[src/rtl/exc_prio_pkg.sv]
`timescale 1ns/1ps
// Package: shared constants for the exception prioritizer.
// Assumes a fixed set of seven sources ranked by index, index 0 highest.
package exc_prio_pkg;
    localparam int NSRC = 7;
    localparam int IDW  = $clog2(NSRC);

    localparam int IDX_RESET   = 0;
    localparam int IDX_ILLEGAL = 1;
    localparam int IDX_TRACE   = 2;
    localparam int IDX_ADDR    = 3;
    localparam int IDX_IRQ     = 4;
    localparam int IDX_SLEEP   = 5;
    localparam int IDX_TRAP    = 6;

    // Sources served without waiting for an instruction boundary.
    localparam logic [NSRC-1:0] IMMEDIATE_MASK = 7'b000_0011;
    // Sources that hold a pending flag (the interrupt is a live level).
    localparam logic [NSRC-1:0] LATCHED_MASK   = 7'b110_1111;
endpackage

[src/rtl/exc_src_qualify.sv]
`timescale 1ns/1ps
// Module: exc_src_qualify
// Turns raw strobes and context bits into per-source request terms:
// "set" terms go into pending flags, "live" terms compete in the current
// cycle only. Keeps the reset-pin edge detector and the flag that blocks
// interrupts on the first completion after a reset grant.
// Assumes rst_pin is already synchronous to clk.
module exc_src_qualify
    import exc_prio_pkg::*;
#(
    parameter int          MODE_W     = 2,
    parameter logic [MODE_W-1:0] TRACE_MODE = MODE_W'(2)
) (
    input  logic              clk,
    input  logic              rst_n,
    input  logic              rst_pin,
    input  logic              wdt_ovf,
    input  logic              illegal_op,
    input  logic              addr_err,
    input  logic              trace_bit,
    input  logic [MODE_W-1:0] icm,
    input  logic              irq_req,
    input  logic              sleep_exec,
    input  logic              stby_sel,
    input  logic              slp_ie,
    input  logic              trap_exec,
    input  logic              insn_done,
    input  logic              done_rte,
    input  logic              done_ctl_wr,
    input  logic              reset_won,
    output logic [NSRC-1:0]   set_req,
    output logic [NSRC-1:0]   live_req
);
    logic pin_q;
    logic after_rst;
    logic trace_now;

    // Remember the previous pin level for rising-edge detection.
    always_ff @(posedge clk) begin
        if (!rst_n) pin_q <= 1'b1;
        else        pin_q <= rst_pin;
    end

    // Mark the span between a reset grant and the next completion.
    always_ff @(posedge clk) begin
        if (!rst_n)         after_rst <= 1'b0;
        else if (reset_won) after_rst <= 1'b1;
        else if (insn_done) after_rst <= 1'b0;
    end

    assign trace_now = insn_done & trace_bit & (icm == TRACE_MODE) & ~done_rte;

    // Build the latched request terms per source.
    always_comb begin
        set_req              = '0;
        set_req[IDX_RESET]   = (rst_pin & ~pin_q) | wdt_ovf;
        set_req[IDX_ILLEGAL] = illegal_op;
        set_req[IDX_TRACE]   = trace_now;
        set_req[IDX_ADDR]    = addr_err;
        set_req[IDX_SLEEP]   = sleep_exec & ~stby_sel & slp_ie;
        set_req[IDX_TRAP]    = trap_exec;
    end

    // Build the terms that compete in this cycle without latching first.
    always_comb begin
        live_req            = '0;
        live_req[IDX_TRACE] = trace_now;
        live_req[IDX_IRQ]   = irq_req & ~done_ctl_wr & ~after_rst;
    end

    // no interrupt term on a completion that wrote the control register
    assert_irq_ctl_block_R7: assert property (@(posedge clk) disable iff (!rst_n)
        (insn_done && done_ctl_wr) |-> !live_req[IDX_IRQ]);
endmodule

[src/rtl/exc_pend_bank.sv]
`timescale 1ns/1ps
// Module: exc_pend_bank
// One pending flag per source. A flag sets on its request term, clears
// when its source wins, and (except reset) clears on the clear input.
// Sources outside LATCHED keep a constant-zero flag.
module exc_pend_bank
    import exc_prio_pkg::*;
#(
    parameter logic [NSRC-1:0] LATCHED = LATCHED_MASK
) (
    input  logic            clk,
    input  logic            rst_n,
    input  logic [NSRC-1:0] set_req,
    input  logic [NSRC-1:0] win,
    input  logic            clr_pend,
    output logic [NSRC-1:0] pend
);
    for (genvar i = 0; i < NSRC; i++) begin : g_src
        logic q;
        logic d;

        // Next state of this source's pending flag.
        always_comb begin
            d = (q | set_req[i]) & ~win[i] & LATCHED[i];
            if (i != IDX_RESET && clr_pend) d = 1'b0;
        end

        // Hold the pending flag.
        always_ff @(posedge clk) begin
            if (!rst_n) q <= 1'b0;
            else        q <= d;
        end

        assign pend[i] = q;
    end

    // clear empties every flag but reset
    assert_clear_drops_R11: assert property (@(posedge clk) disable iff (!rst_n)
        clr_pend |=> (pend[NSRC-1:1] == '0));
endmodule

[src/rtl/exc_prio_pick.sv]
`timescale 1ns/1ps
// Module: exc_prio_pick
// Gates pending and live terms by boundary and clear rules, then selects
// the lowest-index eligible source. Purely combinational.
module exc_prio_pick
    import exc_prio_pkg::*;
#(
    parameter logic [NSRC-1:0] IMMEDIATE = IMMEDIATE_MASK
) (
    input  logic            insn_done,
    input  logic            clr_pend,
    input  logic [NSRC-1:0] pend,
    input  logic [NSRC-1:0] live_req,
    output logic [NSRC-1:0] win,
    output logic [IDW-1:0]  win_id
);
    logic [NSRC-1:0] elig;
    logic [NSRC:0]   taken;

    // Decide which sources may compete this cycle.
    always_comb begin
        for (int i = 0; i < NSRC; i++) begin
            elig[i] = pend[i] | live_req[i];
            if (!IMMEDIATE[i]) elig[i] = elig[i] & insn_done;
            if (i != IDX_RESET) elig[i] = elig[i] & ~clr_pend;
        end
    end

    assign taken[0] = 1'b0;
    for (genvar i = 0; i < NSRC; i++) begin : g_chain
        assign win[i]     = elig[i] & ~taken[i];
        assign taken[i+1] = taken[i] | elig[i];
    end

    // Encode the one-hot winner.
    always_comb begin
        win_id = '0;
        for (int i = 0; i < NSRC; i++)
            if (win[i]) win_id = IDW'(i);
    end
endmodule

[src/rtl/exc_prioritizer.sv]
`timescale 1ns/1ps
// Module: exc_prioritizer (top)
// Fixed-priority selection of CPU exception requests with a registered
// one-cycle grant. Assumes done_rte and done_ctl_wr qualify insn_done and
// that the interrupt source drops irq_req once its grant is seen.
module exc_prioritizer
    import exc_prio_pkg::*;
#(
    parameter int                MODE_W     = 2,
    parameter logic [MODE_W-1:0] TRACE_MODE = MODE_W'(2)
) (
    input  logic              clk,
    input  logic              rst_n,
    input  logic              rst_pin,
    input  logic              wdt_ovf,
    input  logic              illegal_op,
    input  logic              addr_err,
    input  logic              trace_bit,
    input  logic [MODE_W-1:0] icm,
    input  logic              irq_req,
    input  logic              sleep_exec,
    input  logic              stby_sel,
    input  logic              slp_ie,
    input  logic              trap_exec,
    input  logic              insn_done,
    input  logic              done_rte,
    input  logic              done_ctl_wr,
    input  logic              clr_pend,
    output logic [NSRC-1:0]   grant,
    output logic [IDW-1:0]    grant_id,
    output logic              grant_valid,
    output logic              core_hold
);
    logic [NSRC-1:0] set_req;
    logic [NSRC-1:0] live_req;
    logic [NSRC-1:0] pend;
    logic [NSRC-1:0] win;
    logic [IDW-1:0]  win_id;

    exc_src_qualify #(.MODE_W(MODE_W), .TRACE_MODE(TRACE_MODE)) u_qual (
        .clk(clk), .rst_n(rst_n), .rst_pin(rst_pin), .wdt_ovf(wdt_ovf),
        .illegal_op(illegal_op), .addr_err(addr_err), .trace_bit(trace_bit),
        .icm(icm), .irq_req(irq_req), .sleep_exec(sleep_exec),
        .stby_sel(stby_sel), .slp_ie(slp_ie), .trap_exec(trap_exec),
        .insn_done(insn_done), .done_rte(done_rte), .done_ctl_wr(done_ctl_wr),
        .reset_won(win[IDX_RESET]), .set_req(set_req), .live_req(live_req)
    );

    exc_pend_bank #(.LATCHED(LATCHED_MASK)) u_pend (
        .clk(clk), .rst_n(rst_n), .set_req(set_req), .win(win),
        .clr_pend(clr_pend), .pend(pend)
    );

    exc_prio_pick #(.IMMEDIATE(IMMEDIATE_MASK)) u_pick (
        .insn_done(insn_done), .clr_pend(clr_pend), .pend(pend),
        .live_req(live_req), .win(win), .win_id(win_id)
    );

    // Register the winner as a one-cycle grant.
    always_ff @(posedge clk) begin
        if (!rst_n) begin
            grant       <= '0;
            grant_id    <= '0;
            grant_valid <= 1'b0;
        end else begin
            grant       <= win;
            grant_id    <= win_id;
            grant_valid <= |win;
        end
    end

    assign core_hold = ~rst_pin;

    // at most one source granted
    assert_single_grant_R2: assert property (@(posedge clk) disable iff (!rst_n)
        $onehot0(grant));
    // code and one-hot vector agree
    assert_id_match_R1: assert property (@(posedge clk) disable iff (!rst_n)
        grant_valid |-> (grant == (NSRC'(1) << grant_id)));
    // boundary sources are granted only on a completion edge
    assert_boundary_only_R10: assert property (@(posedge clk) disable iff (!rst_n)
        (|grant[NSRC-1:IDX_TRACE]) |-> $past(insn_done));
    // no fresh trace outside the trace mode or after a return
    assert_trace_gate_R5: assert property (@(posedge clk) disable iff (!rst_n)
        (!pend[IDX_TRACE] && (icm != TRACE_MODE || done_rte)) |=> !grant[IDX_TRACE]);
    // control-register write blocks the interrupt at that boundary
    assert_irq_after_ctl_R7: assert property (@(posedge clk) disable iff (!rst_n)
        (insn_done && done_ctl_wr) |=> !grant[IDX_IRQ]);
    // a sleep with the wrong standby bits leaves nothing pending
    assert_sleep_gate_R8: assert property (@(posedge clk) disable iff (!rst_n)
        (!pend[IDX_SLEEP] && sleep_exec && (stby_sel || !slp_ie)) |=> !pend[IDX_SLEEP]);
endmodule

[config.mk]
export PLATFORM = sky130hd
export DESIGN_NAME = exc_prioritizer
export DESIGN_NICKNAME = d
export VERILOG_FILES = /design/src/rtl/exc_prio_pkg.sv /design/src/rtl/exc_src_qualify.sv /design/src/rtl/exc_pend_bank.sv /design/src/rtl/exc_prio_pick.sv /design/src/rtl/exc_prioritizer.sv
export SDC_FILE = /design/constraint.sdc
export NUM_CORES = 1
export LEC_CHECK = 0
export BUFFER_PORTS_ARGS = -buffer_cell sky130_fd_sc_hd__clkbuf_2
export CAP_MARGIN = 10
export CORE_AREA = 2 2 57 59
export DETAILED_ROUTE_END_ITERATION = 10
export DIE_AREA = 0 0 59 61
export PLACE_DENSITY = 0.49
export SETUP_SLACK_MARGIN = 0.05
export SYNTH_ARGS = -nofsm -noshare
export SYNTH_HDL_FRONTEND = slang
export SYNTH_SLANG_ARGS = --single-unit
[constraint.sdc]
create_clock -name clk -period 1.6 [get_ports clk]
set_input_delay 0.48 -clock clk [delete_from_list [all_inputs] [get_ports clk]]
set_output_delay 0.48 -clock clk [all_outputs]
set_load 0.02 [all_outputs]
==> results.sh <==
export IMPL_yosysWarningCount=0
export IMPL_wl_per_cell_um=10.90
export IMPL_tritoncts="built"
export IMPL_slew_limit_headroom=0.7100
export IMPL_row_count=20
export IMPL_clock_sinks=19
export IMPL_netlist_area_um2=710.7
export IMPL_antenna_cells=0
export IMPL_dr_pass1_iters=4
export IMPL_multiInputGateArea_um2=315.3
export IMPL_ys_seq_area_frac=0.5352
export IMPL_setup_ws_ns=0.2960
export IMPL_antenna_found_initial=0
export IMPL_final_cell_mix="29 x clkbuf_2, 19 x dfxtp_1, 7 x nor2_1"
export IMPL_cp_arrival_ns=1.50
export IMPL_regArea_um2=380.4
export IMPL_clk_latency_ns=0.29
export IMPL_max_cap_violations=0
export IMPL_layout_min_cycle_time_ns=1.304
export IMPL_die_w_um=59
export IMPL_die_area_um2=3599
export IMPL_rsz0062_at_grt="no"
export IMPL_dp_hpwl_um=1148
export IMPL_cts_root_buffer="clkbuf_4"
export IMPL_grt_first_pass_wirelength_um=2290
export IMPL_avgSynthCellArea_um2=10.61
export IMPL_status="complete, no violations"
export IMPL_tightest_slew_ns=0.4341
export IMPL_setup_tns_ns=0
export IMPL_fin_crit_sh=0.8150
export IMPL_pre_cts_ws_ns=0.03245
export IMPL_worstSetupPathType="flop to flop"
export IMPL_grt_pass1_vias=547
export IMPL_grt_usage=0.08808
export IMPL_critPathCaptureType="flop"
export IMPL_num_vias=606
export IMPL_critPathLaunchType="flop"
export IMPL_drv_slew=0
export IMPL_nets=120
export IMPL_setup_viol_count_final=0
export IMPL_drive_above_1_share=0.4356
export IMPL_clock_skew_ns=0.004731
export IMPL_drc=0
export IMPL_totalPowerFinal_uw=839.6
export IMPL_core_area_um2=2953
export IMPL_io_buffers=29
export IMPL_fill_cells=330
export IMPL_cts_resized=0
export IMPL_cts_buffer_depth=2
export IMPL_overflow=0
export IMPL_cts_max_level=1
export IMPL_p_leak_nw=0.4387
export IMPL_die_h_um=61
export IMPL_crit_required_ns=1.80
export IMPL_layout_commonest_cell="clkbuf_2"
export IMPL_cts_buffers=3
export IMPL_power_density_nw_per_um2=898.3
export IMPL_gp_congestion=0.7233
export IMPL_cts_setup_buffers=0
export IMPL_hold_class="input port to flop"
export IMPL_antenna_left=0
export IMPL_syn_inst=67
export IMPL_finalHoldViolCount=0
export IMPL_initial_core_util=0.2407
export IMPL_clk_pin_slew_worst_paths_ns=0.10
export IMPL_finalNonFillerCells=134
export IMPL_syn_num_nets=85
export IMPL_grt_max_degree=13
export IMPL_hold_buffers=0
export IMPL_ys_ff_latch=19
export IMPL_synth_distinct_cells=29
export IMPL_timing_fmax_mhz=766.9
export IMPL_cp_max_fo=4
export IMPL_dpl_cell_count=130
export IMPL_ios=30
export IMPL_viasPerCell=4.522
export IMPL_dr_first_iter_drc_count=8
export IMPL_wl_um=1460
export IMPL_irDropWorstVdd_v=0.0004249
export IMPL_syn_to_final_growth_pct=31.51
## kinds of logic after synthesis
logic type	share of synthesized area
AO/OA/AOI/OAI	0.1549
buffers and inverters	0.02112
flip-flops	0.5352
multiplexers	0.01409
AND/OR/NAND/NOR	0.2747
## state kept, by name, indices dropped and copies added, names as in the netlist
signal	count
grant	7
grant_id	3
grant_valid	1
u_pend.g_src.q	6
u_qual.after_rst	1
u_qual.pin_q	1
## synth_stat cells
cell type  count  area, um2
a21oi_2        1      8.760
o2bb2ai_1      1      8.760
o21bai_2       1      11.26
and2_1         1      6.260
nor2_1         7      26.28
a41o_2         1      11.26
a31oi_1        1      6.260
or2b_4         1      11.26
clkbuf_1       1      3.750
nor4_4         1      21.27
nor3_1         3      15.01
o21a_1         2      15.01
a211oi_1       1      7.510
a311oi_1       2      17.52
inv_1          3      11.26
and3b_1        1      8.760
a21oi_1        3      15.01
nand2b_1       1      6.260
dfxtp_1       19      380.4
and3_1         3      18.77
nor2b_1        2      12.51
and2b_2        1      8.760
mux2i_1        1      10.01
nor3b_1        3      22.52
nand2_1        2      7.510
and2_2         1      7.510
and4_2         1      10.01
and4bb_2       1      12.51
a31o_2         1      8.760
## metal layers
layer,part of all wire,global-route usage,routed length (um),vias up
li1,-,-,-,310
met1,0.45,0.09857,655,272
met2,0.45,0.1381,657,22
met3,0.090,0.04904,131,2
met4,0.011,0.03896,16,0
met5,0,0,0,-
## layout make-up
| cell class | instances | area share |
|---|---|---|
| Inverter | 3 | 0.01205 |
| Tap cell | 33 | 0.04418 |
| Multi-Input combinational cell | 44 | 0.3373 |
| Timing Repair Buffer | 31 | 0.1714 |
| Clock buffer | 4 | 0.02811 |
| Sequential cell | 19 | 0.4070 |
## worst max-delay path, stage by stage, from the launching register on
cell and delay, ns:
dfxtp_1 0.33, nor3b_1 0.40, nor2_1 0.10, and3_1 0.21
and2_2 0.18
## power by group
| part | leakage (nW) | internal [mW] | switching (mW) | total [mW] |
|---|---|---|---|---|
| Combinational | 0.269 | 0.0499 | 0.0513 | 0.101 |
| Clock | 0.0150 | 0.0970 | 0.142 | 0.239 |
| Sequential | 0.155 | 0.488 | 0.0115 | 0.500 |
## final timing paths
path,slack [ns],cells past startpoint,to,from
worst max-delay path,0.30,4,grant[6],u_qual.after_rst
worst max register to register,0.30,4,grant[6],u_qual.after_rst
worst min-delay path,0.39,3,u_qual.pin_q,rst_pin
worst min register to register,0.51,1,u_pend.g_src[6].q,u_pend.g_src[6].q
## metrics by stage
stage	instance area, um2	hold slack (ns)	utilization
2_1_floorplan	710.7	0.4624	-
3_3_place_gp	908.4	0.4939	0.3076
3_5_place_dp	908.4	0.4967	0.3076
4_1_cts	934.6	0.3800	0.3165
5_1_grt	934.6	0.3918	0.3165
6_report	934.6	0.3864	0.3165
(Power assumes the default switching activity.)
